File: src/rtl/fpw_pkg.sv
package fpw_pkg;
    typedef enum logic [1:0] {
        KEY_IDLE  = 2'd0,
        KEY_HALF  = 2'd1,
        KEY_ARMED = 2'd2
    } key_st_e;

    localparam logic [1:0] RA_LATCH = 2'd0;
    localparam logic [1:0] RA_CTRL  = 2'd1;
    localparam logic [1:0] RA_KEY   = 2'd2;

    localparam int CB_PGM   = 7;
    localparam int CB_CFG   = 6;
    localparam int CB_WEN   = 2;
    localparam int CB_START = 1;

    localparam logic [7:0] KEY_FIRST  = 8'h55;
    localparam logic [7:0] KEY_SECOND = 8'hAA;
endpackage

File: src/rtl/fpw_unlock.sv
module fpw_unlock
    import fpw_pkg::*;
(
    input  logic       clk,
    input  logic       rst_n,
    input  logic       wr_en,
    input  logic [1:0] wr_addr,
    input  logic [7:0] wr_data,
    output logic       armed
);
    key_st_e st_d, st_q;

    always_comb begin
        st_d = st_q;
        if (wr_en) begin
            if (wr_addr == RA_KEY) begin
                if (wr_data == KEY_FIRST)
                    st_d = KEY_HALF;
                else if (wr_data == KEY_SECOND && st_q == KEY_HALF)
                    st_d = KEY_ARMED;
                else
                    st_d = KEY_IDLE;
            end else begin
                st_d = KEY_IDLE;
            end
        end
    end

    always_ff @(posedge clk) begin
        if (!rst_n) st_q <= KEY_IDLE;
        else        st_q <= st_d;
    end

    assign armed = (st_q == KEY_ARMED);


    armed_after_second_key_chk: assert property (@(posedge clk) disable iff (!rst_n)
        $rose(armed) |-> $past(wr_en && wr_addr == RA_KEY && wr_data == KEY_SECOND));


    write_disarms_chk: assert property (@(posedge clk) disable iff (!rst_n)
        (armed && wr_en) |=> !armed);
endmodule

File: src/rtl/fpw_hold_buf.sv
module fpw_hold_buf #(
    parameter int NB = 8,
    localparam int IW = $clog2(NB)
) (
    input  logic            clk,
    input  logic            rst_n,
    input  logic            wr_en,
    input  logic [IW-1:0]   wr_idx,
    input  logic [7:0]      wr_byte,
    input  logic            clr,
    output logic [NB*8-1:0] data
);
    logic [7:0] bytes_d [NB];
    logic [7:0] bytes_q [NB];

    always_comb begin
        for (int i = 0; i < NB; i++) begin
            bytes_d[i] = bytes_q[i];
        end
        if (clr) begin
            for (int i = 0; i < NB; i++) begin
                bytes_d[i] = 8'hFF;
            end
        end else if (wr_en) begin
            bytes_d[wr_idx] = wr_byte;
        end
    end

    always_ff @(posedge clk) begin
        for (int i = 0; i < NB; i++) begin
            if (!rst_n) bytes_q[i] <= 8'hFF;
            else        bytes_q[i] <= bytes_d[i];
        end
    end

    for (genvar g = 0; g < NB; g++) begin : g_flat
        assign data[g*8 +: 8] = bytes_q[g];
    end


    preset_after_commit_chk: assert property (@(posedge clk) disable iff (!rst_n)
        clr |=> (data == {NB*8{1'b1}}));
endmodule

File: src/rtl/fpw_prog_timer.sv
module fpw_prog_timer #(
    parameter int PROG_CYCLES = 500000,
    localparam int CW = $clog2(PROG_CYCLES + 1)
) (
    input  logic clk,
    input  logic rst_n,
    input  logic go,
    output logic busy,
    output logic done
);
    typedef struct packed {
        logic          busy;
        logic [CW-1:0] cnt;
    } tmr_t;

    tmr_t s_d, s_q;

    always_comb begin
        s_d = s_q;
        if (!s_q.busy) begin
            if (go) begin
                s_d.busy = 1'b1;
                s_d.cnt  = CW'(PROG_CYCLES);
            end
        end else if (s_q.cnt == CW'(1)) begin
            s_d.busy = 1'b0;
            s_d.cnt  = '0;
        end else begin
            s_d.cnt = s_q.cnt - CW'(1);
        end
    end

    always_ff @(posedge clk) begin
        if (!rst_n) s_q <= '0;
        else        s_q <= s_d;
    end

    assign busy = s_q.busy;
    assign done = s_q.busy && (s_q.cnt == CW'(1));


    stall_holds_chk: assert property (@(posedge clk) disable iff (!rst_n)
        (busy && !done) |=> busy);


    stall_ends_chk: assert property (@(posedge clk) disable iff (!rst_n)
        done |=> !busy);
endmodule

File: src/rtl/flash_page_writer.sv
module flash_page_writer
    import fpw_pkg::*;
#(
    parameter int AW          = 16,
    parameter int HOLD_BYTES  = 8,
    parameter int PROG_CYCLES = 500000,
    localparam int IW = $clog2(HOLD_BYTES),
    localparam int DW = HOLD_BYTES * 8
) (
    input  logic          clk,
    input  logic          rst_n,
    input  logic          reg_wr,
    input  logic [1:0]    reg_addr,
    input  logic [7:0]    reg_wdata,
    input  logic          ptr_ld,
    input  logic [AW-1:0] ptr_val,
    input  logic          tbl_wr,
    input  logic          tbl_inc,
    output logic [7:0]    ctrl_rd,
    output logic [AW-1:0] ptr_rd,
    output logic          stall,
    output logic          pg_we,
    output logic [AW-1:0] pg_addr,
    output logic [DW-1:0] pg_data
);
    localparam logic [AW-1:0] ALIGN_MASK = ~AW'(HOLD_BYTES - 1);

    typedef struct packed {
        logic [7:0]    latch;
        logic          pgm;
        logic          cfg;
        logic          wen;
        logic          start;
        logic [AW-1:0] ptr;
        logic [AW-1:0] cmt_addr;
    } st_t;

    st_t  s_d, s_q;
    logic busy, done, armed, go, bus_ok;

    assign bus_ok = !busy;

    fpw_unlock u_unlock (
        .clk     (clk),
        .rst_n   (rst_n),
        .wr_en   (reg_wr && bus_ok),
        .wr_addr (reg_addr),
        .wr_data (reg_wdata),
        .armed   (armed)
    );

    fpw_hold_buf #(.NB(HOLD_BYTES)) u_hold (
        .clk     (clk),
        .rst_n   (rst_n),
        .wr_en   (tbl_wr && bus_ok),
        .wr_idx  (s_q.ptr[IW-1:0]),
        .wr_byte (s_q.latch),
        .clr     (done),
        .data    (pg_data)
    );

    fpw_prog_timer #(.PROG_CYCLES(PROG_CYCLES)) u_timer (
        .clk   (clk),
        .rst_n (rst_n),
        .go    (go),
        .busy  (busy),
        .done  (done)
    );

    always_comb begin
        s_d = s_q;
        go  = 1'b0;
        if (bus_ok && reg_wr) begin
            case (reg_addr)
                RA_LATCH: s_d.latch = reg_wdata;
                RA_CTRL: begin
                    s_d.pgm = reg_wdata[CB_PGM];
                    s_d.cfg = reg_wdata[CB_CFG];
                    s_d.wen = reg_wdata[CB_WEN];
                    if (reg_wdata[CB_START] && armed && reg_wdata[CB_PGM]
                        && !reg_wdata[CB_CFG] && reg_wdata[CB_WEN]) begin
                        s_d.start    = 1'b1;
                        s_d.cmt_addr = s_q.ptr & ALIGN_MASK;
                        go           = 1'b1;
                    end
                end
                default: ;
            endcase
        end
        if (bus_ok && ptr_ld)
            s_d.ptr = ptr_val;
        else if (bus_ok && tbl_wr && tbl_inc)
            s_d.ptr = s_q.ptr + AW'(1);
        if (done)
            s_d.start = 1'b0;
    end

    always_ff @(posedge clk) begin
        if (!rst_n) s_q <= '0;
        else        s_q <= s_d;
    end

    assign ctrl_rd = {s_q.pgm, s_q.cfg, 3'b000, s_q.wen, s_q.start, 1'b0};
    assign ptr_rd  = s_q.ptr;
    assign stall   = busy;
    assign pg_we   = done;
    assign pg_addr = s_q.cmt_addr;


    commit_within_write_chk: assert property (@(posedge clk) disable iff (!rst_n)
        pg_we |-> (s_q.start && stall));


    start_needs_unlock_chk: assert property (@(posedge clk) disable iff (!rst_n)
        $rose(stall) |-> $past(armed && reg_wr && reg_addr == RA_CTRL));


    busy_latch_frozen_chk: assert property (@(posedge clk) disable iff (!rst_n)
        (stall && reg_wr) |=> $stable(s_q.latch));


    busy_ptr_frozen_chk: assert property (@(posedge clk) disable iff (!rst_n)
        (stall && (ptr_ld || tbl_wr)) |=> $stable(ptr_rd));


    start_matches_stall_chk: assert property (@(posedge clk) disable iff (!rst_n)
        stall |-> ctrl_rd[CB_START]);
endmodule

File: config.mk
export PLATFORM = sky130hd
export DESIGN_NAME = flash_page_writer
export DESIGN_NICKNAME = d
export VERILOG_FILES = /design/src/rtl/fpw_pkg.sv /design/src/rtl/fpw_unlock.sv /design/src/rtl/fpw_hold_buf.sv /design/src/rtl/fpw_prog_timer.sv /design/src/rtl/flash_page_writer.sv
export SDC_FILE = /design/constraint.sdc
export NUM_CORES = 1
export LEC_CHECK = 0
export BUFFER_PORTS_ARGS = -buffer_cell sky130_fd_sc_hd__buf_2
export CAP_MARGIN = 20
export CORE_ASPECT_RATIO = 0.75
export CORE_MARGIN = 10
export CORE_UTILIZATION = 41
export CTS_CLUSTER_DIAMETER = 50
export DETAILED_ROUTE_END_ITERATION = 16
export PLACE_DENSITY = 0.78
export SLEW_MARGIN = 30
export SYNTH_ARGS = -nofsm -noshare
export SYNTH_HDL_FRONTEND = slang
export SYNTH_SLANG_ARGS = --single-unit
File: constraint.sdc
create_clock -name clk -period 1.9 [get_ports clk]
set_input_delay 0.38 -clock clk [delete_from_list [all_inputs] [get_ports clk]]
set_output_delay 0.38 -clock clk [all_outputs]
set_load 0.05 [all_outputs]
==> results.md <==
| Parameter | Reported |
|:---|:---|
| Number of diodes added for antenna fixing | 0 |
| CP Launch Point | u_timer.s_q[1]$_SDFFE_PN0P_ |
| Worst-case clock buffer depth | 2 |
| Destination of the critical timing path | pg_we |
| Pin count of the biggest net entering global routing | 36 |
| Max-slew headroom at the worst pin | 54.2% |
| Buffer type at the clock tree root | sky130_fd_sc_hd__clkbuf_16 |
| Count of final setup violators | 42 |
| Skew-Pair Late Insertion Delay | 0.40 ns |
| Kind of start point of the critical path | register |
| Critical Path Sink Type | primary output |
| Initial antenna violation count | 0 |
| Via count of the first global-routing pass | 5,157 |
| Avg Cell Area, Syn | 8.16 um^2 |
| Die outline area | 19,200 um^2 |
| Launching point of the worst reg2reg path | u_timer.s_q[1]$_SDFFE_PN0P_ |
| Total number of clock tree sinks | 127 |
| End of the worst register-to-register path | u_hold.bytes_q[1][15]$_SDFFE_PP1P_ |
| Placed wire-length estimate | 12,500 um |
| FF+latch count, synth | 127 |
| Unrepaired setup endpoints after global routing | true |
| Worst hold slack after final layout | 0.242 ns |
| Final cell utilization of the core | 55.5% |
| Clock tree from TritonCTS | yes |
| EDFF count, synth | 0 |
| Cell with the biggest individual delay on the critical path | sky130_fd_sc_hd__or4b_4 |
| Violations in the final reports | setup timing |
| Post-route ant nets | 0 |
| Fraction of the yosys area taken by sequential cells | 44.2% |
| Arrival time at the worst endpoint | 1.93 ns |
| Peak ir drop on the vdd network | 0.000632 V |
| Setup slack after layout | -0.407 ns |
| Number of nets in the finished design | 894 |
| Power per cell area | 909 nW/um^2 |
| Ordered cell list for the critical path | inv_2 > ha_4 > or4b_4 > nor4_4 > and3_4 > buf_8 |
| Leakage power | 3.42 nW |
| Number of distinct library cell variants in the gate-level netlist after synthesis | 63 |
| Biggest cell delay along the critical path | 0.47 ns |
| Via density per instance | 5.28 |
| DRC marker count from the first detailed-route iteration | 392 |
| Total Routing Usage GR | 17.7% |
| Required time reported for the critical path endpoint | 1.52 ns |
| # DRC | 0 |
| Synthesis-to-finish area growth | 32.6% |
| Area of the mapped netlist | 5750 um^2 |
| Clock period minus final worst setup slack | 2.31 ns |
| Detailed Route WL | 17,800 um |
| Routability Congestion | 0.887 |
| Largest fanout on the critical path | 3 |
| Clock transition time at the flip-flop clock pins of the worst setup and hold paths | 0.06 ns |
| Fraction of final layout cells with drive strength greater than 1 | 34.9% |
| Syn. warnings | 0 |
| # rows | 37 |
| Max-cap violation count | 0 |
| Count of pins on the block boundary | 138 |
| Quantity of I/O buffers inserted on ports | 130 |
| Cts bufs inserted | 17 |
| Worst clock skew | 0.00816 ns |
| Worst Tran Pin Value | 0.682 ns |
| Class of the tightest hold or removal check | in -> reg |
| Core area | 13,700 um^2 |
| Number of failing hold endpoints at the final stage | 0 |
| Max Transition Viols Final | 0 |
| Top_reg_cell synth | sky130_fd_sc_hd__dfxtp_1 |
| CP Class | reg -> out |
| Run status | finished, violations left |
| Per-cell routed wire length | 17.0 um |
| # H-tree levels | 4 |
| Part of the cycle the worst path needs | 121% |
| Flop-to-flop setup slack | -0.10 ns |
| Initial Utilization | 41.9% |
| Residual overflow from global routing | 0 |
| Routed via count | 5,527 |
| Width of the die | 157 um |
| Die Y-Extent | 123 um |
| Global-route wire length before repair | 27,400 um |
| Post-route setup TNS | -2.89 ns |
| Number of standard cells after synthesis | 705 |
| Detailed-router iteration count before antenna repair | 6 |
| Max Clock Freq | 433 MHz |
| Length in cells of the worst reg-to-reg path | 9 |
| Share of synthesized flip-flops with an asynchronous set or reset | 0% |
## cell usage after synthesis, drive strengths merged, types with 4 or more instances
| cell type | number | area [um^2] |
|---|---|---|
| o21ai | 15 | 75.1 |
| and3 | 4 | 25.0 |
| mux2i | 19 | 190 |
| a21oi | 43 | 215 |
| xnor2 | 6 | 52.6 |
| or3 | 4 | 25.0 |
| nor2 | 31 | 116 |
| clkbuf | 22 | 82.6 |
| buf | 62 | 427 |
| nor4 | 17 | 128 |
| nor2b | 5 | 31.3 |
| xor2 | 5 | 43.8 |
| dfxtp | 127 | 2540 |
| nor3 | 13 | 65.1 |
| inv | 4 | 15.0 |
| nand2 | 179 | 672 |
| nand4 | 7 | 43.8 |
| or4 | 5 | 45.0 |
| o31ai | 4 | 30.0 |
| nand4b | 5 | 43.8 |
| nand3 | 65 | 375 |
## registers in the layout (all words and copies together) (netlist names)
signal and flops:
s_q 8, u_timer.s_q 19, pg_addr 13, u_hold.bytes_q 64, u_timer.busy 1, ptr_rd 16
ctrl_rd 4, u_unlock.st_q 2
## stage by stage
| stage | setup WS, ns | area, um^2 | power (mW) | cells |
|---|---|---|---|---|
| final | -0.407 | 7630 | 6.94 | 1047 |
| after CTS | -0.411 | 7500 | 6.97 | 1044 |
| after global routing | -0.492 | 7630 | 7.16 | 1047 |
| after global placement | -0.133 | 6740 | 3.67 | 1004 |
| after floorplan | -0.0250 | 5800 | 3.48 | 711 |
| after detailed placement | -0.159 | 6740 | 3.68 | 1004 |
## critical path, delay by kind of cell (launching register included)
kind	cells	cell delay [ns]
adder cells (fa/ha/maj)	1	0.12
buffers and inverters	2	0.21
flip-flops	1	0.33
AND/OR/NAND/NOR	3	0.86
## metal layers
layer | vias to the layer above | track usage [%] | wire length (um)
met5 | - | 0 | 0
met4 | 0 | 5.18 | 87
met3 | 7 | 4.72 | 1630
met2 | 216 | 26.6 | 8060
met1 | 2589 | 24.3 | 7980
li1 | 2715 | - | -
## kinds of logic (layout without fill, tap and decap cells)
kind of cell | count (synthesis) | count (layout) | synth area share [%]
DFF | 127 | 127 | 44.2
and+or+nand+nor | 359 | 359 | 30.6
other | 1 | 7 | 0.0652
muxes | 19 | 19 | 3.31
buffers and inverters | 90 | 251 | 9.24
AOI/OAI and AO/OA | 95 | 95 | 10.3
xor gates and xnor gates | 11 | 11 | 1.67
adders and majority gates | 3 | 3 | 0.652
## cells in the final DEF, fill, tap and decap left out, types with 5 or more instances in the layout
cell,count
sky130_fd_sc_hd__nand2_1,169
sky130_fd_sc_hd__buf_2,129
sky130_fd_sc_hd__dfxtp_1,124
sky130_fd_sc_hd__buf_4,72
sky130_fd_sc_hd__nand3_1,49
sky130_fd_sc_hd__a21oi_1,41
sky130_fd_sc_hd__nor2_1,31
sky130_fd_sc_hd__mux2i_1,19
sky130_fd_sc_hd__clkbuf_16,18
sky130_fd_sc_hd__nand3_2,16
sky130_fd_sc_hd__o21ai_0,15
sky130_fd_sc_hd__nor3_1,13
sky130_fd_sc_hd__nor4_1,11
sky130_fd_sc_hd__nand2_2,10
sky130_fd_sc_hd__nand4_1,7
sky130_fd_sc_hd__conb_1,7
sky130_fd_sc_hd__xnor2_1,6
sky130_fd_sc_hd__nor4_2,5
sky130_fd_sc_hd__xor2_1,5
sky130_fd_sc_hd__nand4b_1,5
sky130_fd_sc_hd__buf_6,5
## worst min path at each step
stage | startpoint | to | slack [ns] | cells after the start
6_report | reg_wdata[4] | s_q[40]$_SDFFE_PN0P_ | 0.24 | 3
5_1_grt | ptr_val[3] | ptr_rd[3]$_SDFFE_PN0P_ | 0.24 | 3
4_1_cts | reg_wdata[0] | s_q[36]$_SDFFE_PN0P_ | 0.23 | 3
3_5_place_dp | pg_addr[4]$_SDFFE_PN0P_ | pg_addr[4]$_SDFFE_PN0P_ | 0.45 | 2
3_3_place_gp | pg_addr[8]$_SDFFE_PN0P_ | pg_addr[8]$_SDFFE_PN0P_ | 0.44 | 2
2_1_floorplan | pg_addr[10]$_SDFFE_PN0P_ | pg_addr[10]$_SDFFE_PN0P_ | 0.44 | 2
## cell type report
class	count	area (um^2)
Timing Repair Buffer	213	1380
Multi-Input combinational cell	494	2870
Clock buffer	18	439
Tap cell	175	219
Sequential cell	127	2550
Inverter	6	22.5
Fill cell	1257	6120
Clock inverter	14	158
## power breakdown
part / switching (mW) / leakage, nW / total [mW] / internal, mW
clock network: 1.28 / 0.284 / 3.27 / 1.99
registers: 0.0737 / 1.04 / 2.82 / 2.75
logic: 0.600 / 2.10 / 0.848 / 0.248
## repair_timing
item                                    in CTS  in global routing
hold buffers                                 0                  0
gates resized for setup                     12                 36
gates cloned                                 3                  1
pin swaps                                    4                 11
endpoints found under the setup margin      71                 84
setup buffers                                5                  8
endpoints found under the hold margin        0                  0
Note: power is estimated with default switching activity, not from simulation.
